File: src/rtl/lr_pkg.sv
package lr_pkg;
  typedef enum logic [2:0] {
    ST_IDLE,
    ST_RST,
    ST_POLL_DL,
    ST_POLL_LA,
    ST_KILL,
    ST_OK,
    ST_FAIL
  } lr_state_e;

  localparam logic [3:0] MAP_PRESENT = 4'hE;
  localparam logic [3:0] MAP_ABSENT  = 4'hF;
endpackage

File: src/rtl/lr_tick_timer.sv
module lr_tick_timer #(
  parameter int TW = 2
) (
  input  logic          clk_i,
  input  logic          rst_ni,
  input  logic          clr_i,
  input  logic          tick_i,
  input  logic [TW-1:0] limit_i,
  output logic          expire_o
);
  logic [TW-1:0] cnt_q;

  assign expire_o = tick_i && (cnt_q == limit_i - TW'(1));

  always_ff @(posedge clk_i or negedge rst_ni) begin
    if (!rst_ni)       cnt_q <= '0;
    else if (clr_i)    cnt_q <= '0;
    else if (expire_o) cnt_q <= '0;
    else if (tick_i)   cnt_q <= cnt_q + TW'(1);
  end
endmodule

File: src/rtl/lr_bound_ctr.sv
module lr_bound_ctr #(
  parameter int LIMIT = 3
) (
  input  logic clk_i,
  input  logic rst_ni,
  input  logic clr_i,
  input  logic inc_i,
  output logic last_o
);
  localparam int W = $clog2(LIMIT + 1);
  logic [W-1:0] cnt_q;

  assign last_o = (cnt_q == W'(LIMIT - 1));

  always_ff @(posedge clk_i or negedge rst_ni) begin
    if (!rst_ni)     cnt_q <= '0;
    else if (clr_i)  cnt_q <= '0;
    else if (inc_i)  cnt_q <= cnt_q + W'(1);
  end

  // counter never passes its bound
  p_ctr_bound_r6: assert property (@(posedge clk_i) disable iff (!rst_ni)
    cnt_q < W'(LIMIT));
endmodule

File: src/rtl/link_retry_ctrl.sv
module link_retry_ctrl
  import lr_pkg::*;
#(
  parameter int   RST_MS    = 2,
  parameter int   POLL_MS   = 2,
  parameter int   POLL_MAX  = 200,
  parameter int   ATTEMPTS  = 3,
  parameter logic CLKREQ_EN = 1'b1
) (
  input  logic       clk_i,
  input  logic       rst_ni,
  input  logic       start_i,
  input  logic       dl_up_i,
  input  logic       link_active_i,
  input  logic       ms_tick_i,
  output logic       port_rst_no,
  output logic       refclk_en_o,
  output logic       clkreq_en_o,
  output logic       override_en_o,
  output logic [3:0] prsnt_map_o,
  output logic       link_good_o,
  output logic       link_fail_o
);
  localparam int MAXI = (RST_MS > POLL_MS) ? RST_MS : POLL_MS;
  localparam int TW   = $clog2(MAXI + 1);

  lr_state_e state_q, state_d;
  logic      pend_q;
  logic      refclk_q, clkreq_q, ovr_q;
  logic [3:0] map_q;

  logic start_ok, in_poll, sample, status, hit, miss_last;
  logic expire, poll_last, att_last, leave;
  logic [TW-1:0] limit;

  assign start_ok  = start_i && (state_q inside {ST_IDLE, ST_OK, ST_FAIL});
  assign in_poll   = (state_q == ST_POLL_DL) || (state_q == ST_POLL_LA);
  assign sample    = in_poll && pend_q;
  assign status    = (state_q == ST_POLL_DL) ? dl_up_i : link_active_i;
  assign hit       = sample && status;
  assign miss_last = sample && !status && poll_last;
  assign limit     = (state_q == ST_RST) ? TW'(RST_MS) : TW'(POLL_MS);
  assign leave     = (state_d != state_q);

  lr_tick_timer #(.TW(TW)) u_timer (
    .clk_i   (clk_i),
    .rst_ni  (rst_ni),
    .clr_i   (leave),
    .tick_i  (ms_tick_i),
    .limit_i (limit),
    .expire_o(expire)
  );

  lr_bound_ctr #(.LIMIT(POLL_MAX)) u_poll_ctr (
    .clk_i (clk_i),
    .rst_ni(rst_ni),
    .clr_i (leave),
    .inc_i (sample && !status && !poll_last),
    .last_o(poll_last)
  );

  lr_bound_ctr #(.LIMIT(ATTEMPTS)) u_att_ctr (
    .clk_i (clk_i),
    .rst_ni(rst_ni),
    .clr_i (start_ok),
    .inc_i (miss_last && !att_last),
    .last_o(att_last)
  );

  always_comb begin
    state_d = state_q;
    unique case (state_q)
      ST_IDLE, ST_OK, ST_FAIL: if (start_ok) state_d = ST_RST;
      ST_RST:     if (expire) state_d = ST_POLL_DL;
      ST_POLL_DL: begin
        if (hit)            state_d = ST_POLL_LA;
        else if (miss_last) state_d = att_last ? ST_KILL : ST_RST;
      end
      ST_POLL_LA: begin
        if (hit)            state_d = ST_OK;
        else if (miss_last) state_d = att_last ? ST_KILL : ST_RST;
      end
      ST_KILL:    state_d = ST_FAIL;
      default:    state_d = ST_IDLE;
    endcase
  end

  always_ff @(posedge clk_i or negedge rst_ni) begin
    if (!rst_ni) begin
      state_q  <= ST_IDLE;
      pend_q   <= 1'b0;
      refclk_q <= 1'b0;
      clkreq_q <= 1'b0;
      ovr_q    <= 1'b0;
      map_q    <= MAP_ABSENT;
    end else begin
      state_q <= state_d;
      // first sample right after phase entry, then one per interval
      pend_q  <= leave | expire | (pend_q & ~sample);
      if (start_ok) begin
        refclk_q <= 1'b1;
        clkreq_q <= CLKREQ_EN;
        ovr_q    <= 1'b1;
        map_q    <= MAP_PRESENT;
      end else if (state_q == ST_KILL) begin
        refclk_q <= 1'b0;
      end
    end
  end

  assign port_rst_no   = state_q inside {ST_POLL_DL, ST_POLL_LA, ST_OK};
  assign refclk_en_o   = refclk_q;
  assign clkreq_en_o   = clkreq_q;
  assign override_en_o = ovr_q;
  assign prsnt_map_o   = map_q;
  assign link_good_o   = (state_q == ST_OK);
  assign link_fail_o   = (state_q == ST_FAIL);

  p_release_on_tick_r3: assert property (@(posedge clk_i) disable iff (!rst_ni)
    $rose(port_rst_no) |-> $past(ms_tick_i));

  p_good_needs_active_r5: assert property (@(posedge clk_i) disable iff (!rst_ni)
    $rose(link_good_o) |-> $past(link_active_i) && port_rst_no);

  p_fail_order_r7: assert property (@(posedge clk_i) disable iff (!rst_ni)
    $fell(refclk_en_o) |-> !port_rst_no && $past(!port_rst_no) && link_fail_o);

  p_result_excl_r9: assert property (@(posedge clk_i) disable iff (!rst_ni)
    !(link_good_o && link_fail_o));

  p_result_hold_r9: assert property (@(posedge clk_i) disable iff (!rst_ni)
    (link_good_o || link_fail_o) && !start_i |=>
      $stable({link_good_o, link_fail_o, refclk_en_o, port_rst_no}));

  p_map_present_r2: assert property (@(posedge clk_i) disable iff (!rst_ni)
    refclk_en_o |-> prsnt_map_o == MAP_PRESENT && override_en_o);
endmodule

File: config.mk
export PLATFORM = sky130hd
export DESIGN_NAME = link_retry_ctrl
export DESIGN_NICKNAME = d
export VERILOG_FILES = /design/src/rtl/lr_pkg.sv /design/src/rtl/lr_tick_timer.sv /design/src/rtl/lr_bound_ctr.sv /design/src/rtl/link_retry_ctrl.sv
export SDC_FILE = /design/constraint.sdc
export NUM_CORES = 1
export LEC_CHECK = 0
export ABC_AREA = 1
export CORE_ASPECT_RATIO = 1.1
export CORE_UTILIZATION = 30
export CTS_BUF_LIST = sky130_fd_sc_hd__clkbuf_2 sky130_fd_sc_hd__clkbuf_4 sky130_fd_sc_hd__clkbuf_8
export DETAILED_ROUTE_END_ITERATION = 10
export PLACE_DENSITY = 0.54
export SLEW_MARGIN = 10
export SYNTH_ARGS = -nofsm -noshare
export SYNTH_HDL_FRONTEND = slang
export SYNTH_SLANG_ARGS = --single-unit
File: constraint.sdc
create_clock -name clk_i -period 2.37 [get_ports clk_i]
set_input_delay 0.5925 -clock clk_i [delete_from_list [all_inputs] [get_ports clk_i]]
set_output_delay 0.5925 -clock clk_i [all_outputs]
set_load 0.1 [all_outputs]
==> results of run 1 <==
[power by group through the flow]
stage | Sequential, mW | Clock (mW) | Combinational [mW]
final | 0.421 | 0.229 | 0.784
after CTS | 0.421 | 0.238 | 0.796
after global routing | 0.428 | 0.250 | 0.853
after global placement | 0.424 | 0 | 0.789
after detailed placement | 0.427 | 0 | 0.795
after floorplan | 0.449 | 0 | 0.610
[cell usage after synthesis, types with 3 or more instances]
cell | number | area [sq um]
nand3_1 | 11 | 55.1
o21ai_0 | 5 | 25.0
buf_4 | 5 | 37.5
nand2_1 | 36 | 135
nand3_2 | 3 | 30.0
nand4_1 | 3 | 18.8
nand2_2 | 4 | 25.0
xor2_1 | 3 | 26.3
nor2_1 | 10 | 37.5
inv_2 | 3 | 11.3
inv_1 | 18 | 67.6
nor2_2 | 13 | 81.3
dfrtp_1 | 18 | 450
[state kept, by name (all words and copies together) (netlist names)]
register and cells:
override_en_o 1, pend_q 1, prsnt_map_o 1, refclk_en_o 1, state_q 3, u_att_ctr.cnt_q 2
u_poll_ctr.cnt_q 8, u_timer.cnt_q 2
[layout by cell type, fill, tap and decap left out, types with 2 or more instances in the layout]
cell	count
o21ai_0	5
a31oi_1	2
clkdlybuf4s50_1	5
clkbuf_8	3
buf_4	6
conb_1	3
dfrtp_1	18
inv_2	3
inv_1	18
buf_12	3
nand4_1	3
nand3_1	11
ha_1	2
nor2_2	13
xor2_1	3
nor2_1	10
or2_2	2
nand3_2	3
nand2_1	36
nor2_4	2
nand2_2	4
[layout make-up]
cell class | count | share of cell area [%]
Clock inverter | 1 | 0.494
Sequential cell | 19 | 31.4
Tap cell | 52 | 4.28
Inverter | 22 | 5.60
Clock buffer | 3 | 2.72
Timing Repair Buffer | 14 | 10.2
Multi-Input combinational cell | 112 | 45.3
[worst register-to-register path, delay by kind of cell (launching register included)]
family	cells	cell delay, ps
adders and majority gates	1	180
DFF	1	390
buffers and inverters	1	70
and+or+nand+nor	12	1280
[through the flow]
stage	setup WS (ps)	hold slack, ps	utilization [%]	instances
floorplan	316	297	-	158
global placement	68.0	434	36.5	219
detailed placement	36.3	432	36.5	219
CTS	228	443	37.7	223
global route	111	468	37.7	223
finish	237	441	37.7	223
[worst max-delay path by stage]
stage / from / endpoint / depth (start not counted)
final: state_q[1] / port_rst_no / 5
after global routing: u_poll_ctr.cnt_q[0] / u_poll_ctr.cnt_q[0] / 14
after CTS: state_q[1] / port_rst_no / 5
after detailed placement: ms_tick_i / u_timer.cnt_q[0] / 9
after global placement: ms_tick_i / u_timer.cnt_q[0] / 9
after floorplan: state_q[0] / port_rst_no / 5
[cell families (layout without fill, tap and decap cells)]
| family | count (synthesis) | after routing | synth area share (%) |
|---|---|---|---|
| xor gates and xnor gates | 4 | 4 | 2.74 |
| and+or+nand+nor | 90 | 90 | 40.3 |
| adders and majority gates | 2 | 2 | 1.95 |
| buffers and inverters | 27 | 40 | 9.58 |
| muxes | 1 | 1 | 0.782 |
| other | 1 | 3 | 0.293 |
| DFF | 19 | 19 | 37.2 |
| AOI/OAI and AO/OA | 12 | 12 | 7.14 |
[per-layer routing]
layer	vias up	routed length (um)	track usage (%)
met5	-	0	0
met4	0	19	3.70
met3	2	61	1.63
met2	10	1200	22.1
met1	465	1130	14.3
li1	516	-	-
==> impl_metrics.tcl, run 1 <==
set metrics [dict create \
    status "complete, no violations" \
    cts_tree "yes" \
    maxCapViolations 0 \
    cts_setup_buffers 0 \
    power_frac_comb_pct 54.6 \
    grt_pass1_vias 1049 \
    io_buffers 12 \
    internal_power_mw 0.723 \
    p_switching_mw 0.711 \
    place_congestion 0.843 \
    hold_start "prsnt_map_o[0]" \
    die_area_sq_um 4530 \
    antenna_found_initial 0 \
    max_stage_delay_ps 570 \
    setup_tns_ps 0 \
    ys_warn_count 0 \
    avgSynthCellArea_sq_um 8.20 \
    routed_wl_mm 2.40 \
    min_path_cells 2 \
    ys_types 33 \
    skew_ps 9.45 \
    r2r-start "u_poll_ctr.cnt_q[0]" \
    end_kind "output port" \
    slew_viol_final 0 \
    clock-sinks 19 \
    start_util_pct 31.8 \
    synthToLayoutAreaGrowth_pct 18.7 \
    die_height_um 70.5 \
    core.rowCount 24 \
    required_ps 1780 \
    switching_share_pct 49.6 \
    timing.fmax_ghz 0.469 \
    syn_inst 156 \
    core_region_area_sq_um 4020 \
    postRouteAntennaNets 0 \
    finalNetCount 180 \
    post_dp_cell_area_sq_um 1470 \
    htree_levels 1 \
    rsz0062_at_grt "false" \
    crit_slowest_cell "dfrtp_1" \
    vias 993 \
    min_path_type "flop to flop" \
    p_leak_nw 0.715 \
    fin_crit_ps 2130 \
    clk_latency_ps 260 \
    clockRootBuffer "clkbuf_8" \
    p_seq_share_pct 29.4 \
    synth-seq-cells 19 \
    multiInputGateArea_sq_um 688 \
    setup_viol_count_final 0 \
    min_delay_worst_endpoint "prsnt_map_o[0]" \
    r2r_slack_ps 330 \
    syn_area_sq_um 1280 \
    synth_edf_count 0 \
    reg2reg_depth 14 \
    grt_pass1_wl_mm 4.42 \
    reg2reg_to "u_poll_ctr.cnt_q[2]" \
    irDropWorstVdd_uv 434 \
    hold_viol_final 0 \
    drtIter0Drc 34 \
    clockBufferDepth 2 \
    grt_max_degree 13 \
    clk_pin_slew_worst_paths_ps 80 \
    async_flop_share_pct 100 \
    design_area_sq_um 1520 \
    power_density_nw_per_um2 944 \
    path_cells "nand3_2 > nand2_1 > inv_1 > nand2_1 > buf_12" \
    die_width_um 64.3 \
    crit_type "flop to output port" \
    ys_seq_area_share_pct 37.2 \
    hold_buffers 0 \
    gr-total-overflow 0 \
    num_io_pins 16 \
    cts_made_buffers 3 \
    power_mw 1.43 \
    worst-path-buf-inv 2 \
    synth_flop_cell "dfrtp_1" \
    worstSetupStartpointType "flop" \
    crit_path_frequent_cell "nand2_1" \
    crit_fanout 8 \
    avgRoutedWirePerCell_um 10.8 \
    viasPerCell 4.45 \
    cp.arrival_ps 1540 \
    diodes 0 \
    layout-drive-gt1-share_pct 28.7 \
    register_area_sq_um 477 \
    cp_top_family "flip-flops" \
    finalCritPeriodShare_pct 90.0 \
    post_cts_resize_count 0 \
    hpwl_mm 1.99 \
    fillCellCount 422 \
    pwr-share-clk_pct 16.0 \
    dr.pass1.iters 3 \
    drcViolationCount 0 \
    grt_util_all_layers_pct 12.1 \
]
Note: power is estimated with default switching activity, not from simulation.
==> inputs of run 2 (changes only) <==
Settings changed: ABC_AREA 1 to default, SKIP_CTS_REPAIR_TIMING from default to 1.
==> run 2 against run 1 <==
Net effect: sequential share of layout area down 0.75 points; critical endpoint is now u_poll_ctr.cnt_q[5]; cell area is 2.7% higher; global-route usage up 0.78 points; worst setup slack got worse by 63 ps; critical path depth increased by 2; flip-flop and latch count stayed put; final cell count is 8.1% lower; combinational power rose by 29%; clock skew shrank 7.3 ps.
==> impl_metrics.tcl, run 2 <==
set metrics [dict create \
    synthToLayoutAreaGrowth_pct 20.0 \
    grt_pass1_vias 990 \
    diodes 0 \
    syn_area_sq_um 1300 \
    required_ps 2520 \
    ys_warn_count 0 \
    postRouteAntennaNets 0 \
    ys_top_cells_by_area "dfrtp_1, nor3_2, nand2_1" \
    synth_top_cell_by_area "dfrtp_1" \
    clockBufferDepth 2 \
    maxCapViolations 0 \
    largest-register "u_poll_ctr.cnt_q" \
    cp.arrival_ps 2350 \
    max_stage_delay_ps 510 \
    synth_top_area_share_pct 34.6 \
    min_path_type "flop to flop" \
    core_region_area_sq_um 4050 \
    antenna_found_initial 0 \
    power_mw 1.71 \
    htree_levels 1 \
    irDropWorstVdd_uv 484 \
    io_buffers 12 \
    hpwl_mm 2.01 \
    rsz0062_at_grt "false" \
    ys_types 51 \
    power_density_nw_per_um2 1100 \
    clockRootBuffer "clkbuf_8" \
    final_core_util_pct 38.5 \
    drcViolationCount 0 \
    synth_flop_cell "dfrtp_1" \
    gr-total-overflow 0 \
    synthTopCellsByCount "dfrtp_1, nand2_1, nor2_1" \
    setup_viol_count_final 0 \
    final_cell_mix "dfrtp_1, nand2_1, buf_4" \
    skew_ps 2.13 \
    timing.fmax_ghz 0.455 \
    clk_pin_slew_worst_paths_ps 70 \
    syn_inst 137 \
    fin_crit_ps 2200 \
    clock-sinks 19 \
    largest_reg_flops 8 \
    crit_slowest_cell "clkdlybuf4s50_1" \
    avgRoutedWirePerCell_um 13.0 \
    mostFrequentLayoutCell "dfrtp_1" \
    die_height_um 71.0 \
    place_congestion 0.864 \
    p_leak_nw 0.635 \
    hold_viol_final 0 \
    layout-drive-gt1-share_pct 28.1 \
    clk_latency_ps 260 \
    async_flop_share_pct 100 \
    setup_tns_ps 0 \
    viasPerCell 5.00 \
    reg2reg_depth 7 \
    crit_fanout 11 \
    crit_type "primary input to flop" \
    routed_wl_mm 2.66 \
    grt_pass1_wl_mm 4.62 \
    path_cells "clkdlybuf4s50_1 > nor4bb_1 > nor3_1 > a31o_2 > o21ai_1 > buf_4 > nor3b_2" \
    die_area_sq_um 4600 \
    grt_util_all_layers_pct 12.8 \
    finalCritPeriodShare_pct 92.7 \
    fillCellCount 412 \
    status "complete, no violations" \
    dr.pass1.iters 4 \
    end_kind "flop" \
    layout_setup_ws_ps 173 \
    drtIter0Drc 52 \
    slew_viol_final 0 \
    grt_max_degree 20 \
    core.rowCount 24 \
    hold_slack_ps 500 \
    avgSynthCellArea_sq_um 9.49 \
    place_worst_setup_slack_ps -66.8 \
    vias 1025 \
    min_path_cells 1 \
    finalNetCount 162 \
    cts_tree "yes" \
    die_width_um 64.8 \
    yosysMostFrequentCell "dfrtp_1" \
    num_io_pins 16 \
    synth-seq-cells 19 \
    ys_seq_area_share_pct 36.7 \
    reg_top3 "u_poll_ctr.cnt_q: 8 flops, state_q: 3 flops" \
    r2r_slack_ps 330 \
    start_util_pct 32.1 \
    synth_edf_count 0 \
    cts_made_buffers 3 \
    worstSetupStartpointType "primary input" \
]
[run 2: where the power goes]
group | internal, mW | leakage (nW) | total (mW) | switching [mW]
combinational | 0.372 | 0.371 | 1.01 | 0.637
clock | 0.119 | 0.0217 | 0.233 | 0.114
sequential | 0.381 | 0.242 | 0.471 | 0.0897
total | 0.871 | 0.635 | 1.71 | 0.841
[run 2: logic make-up after synthesis]
family / share of synthesized area [%]
xor+xnor: 6.06
mux: 1.54
other cells: 0.288
buf+inv: 6.74
compound gates: 11.3
fa+ha+maj: 1.92
simple gates: 35.5
flops: 36.7
[run 2: path summary, 6_finish.rpt]
check | startpoint | end
worst max-delay path | ms_tick_i | u_poll_ctr.cnt_q[5]
worst min-delay path | override_en_o | override_en_o
worst max register to register | u_poll_ctr.cnt_q[0] | pend_q
max in group asynchronous | rst_ni | prsnt_map_o[0]
min in group asynchronous | rst_ni | u_poll_ctr.cnt_q[4]
worst min register to register | override_en_o | override_en_o
[run 2: stage by stage]
step | cell area (sq um) | cells
final | 1560 | 205
after CTS | 1560 | 205
after detailed placement | 1510 | 201
after global routing | 1560 | 205
after global placement | 1510 | 201
after floorplan | 1310 | 139
[run 2: layout make-up]
cell class                 count  area [sq um]  area share, %
tap                           52          65.1           4.17
clock inverter                 1          7.51          0.481
timing repair buffer          20           200           12.8
sequential                    19           478           30.6
multi-input combinational    105           749           48.0
clock buffer                   3          41.3           2.65
inverter                       5          18.8           1.20
[run 2: worst max-delay path, delay by kind of cell]
kind            cells  cell delay [ps]
compound gates      2              380
simple gates        3              620
buf+inv             2              750
[run 2: metal layers]
layer,up-vias,GRT usage (%),wire [um]
met5,-,0,0
met3,2,3.87,95
met1,497,16.8,1270
met4,0,1.48,11
li1,507,-,-
met2,19,21.4,1290
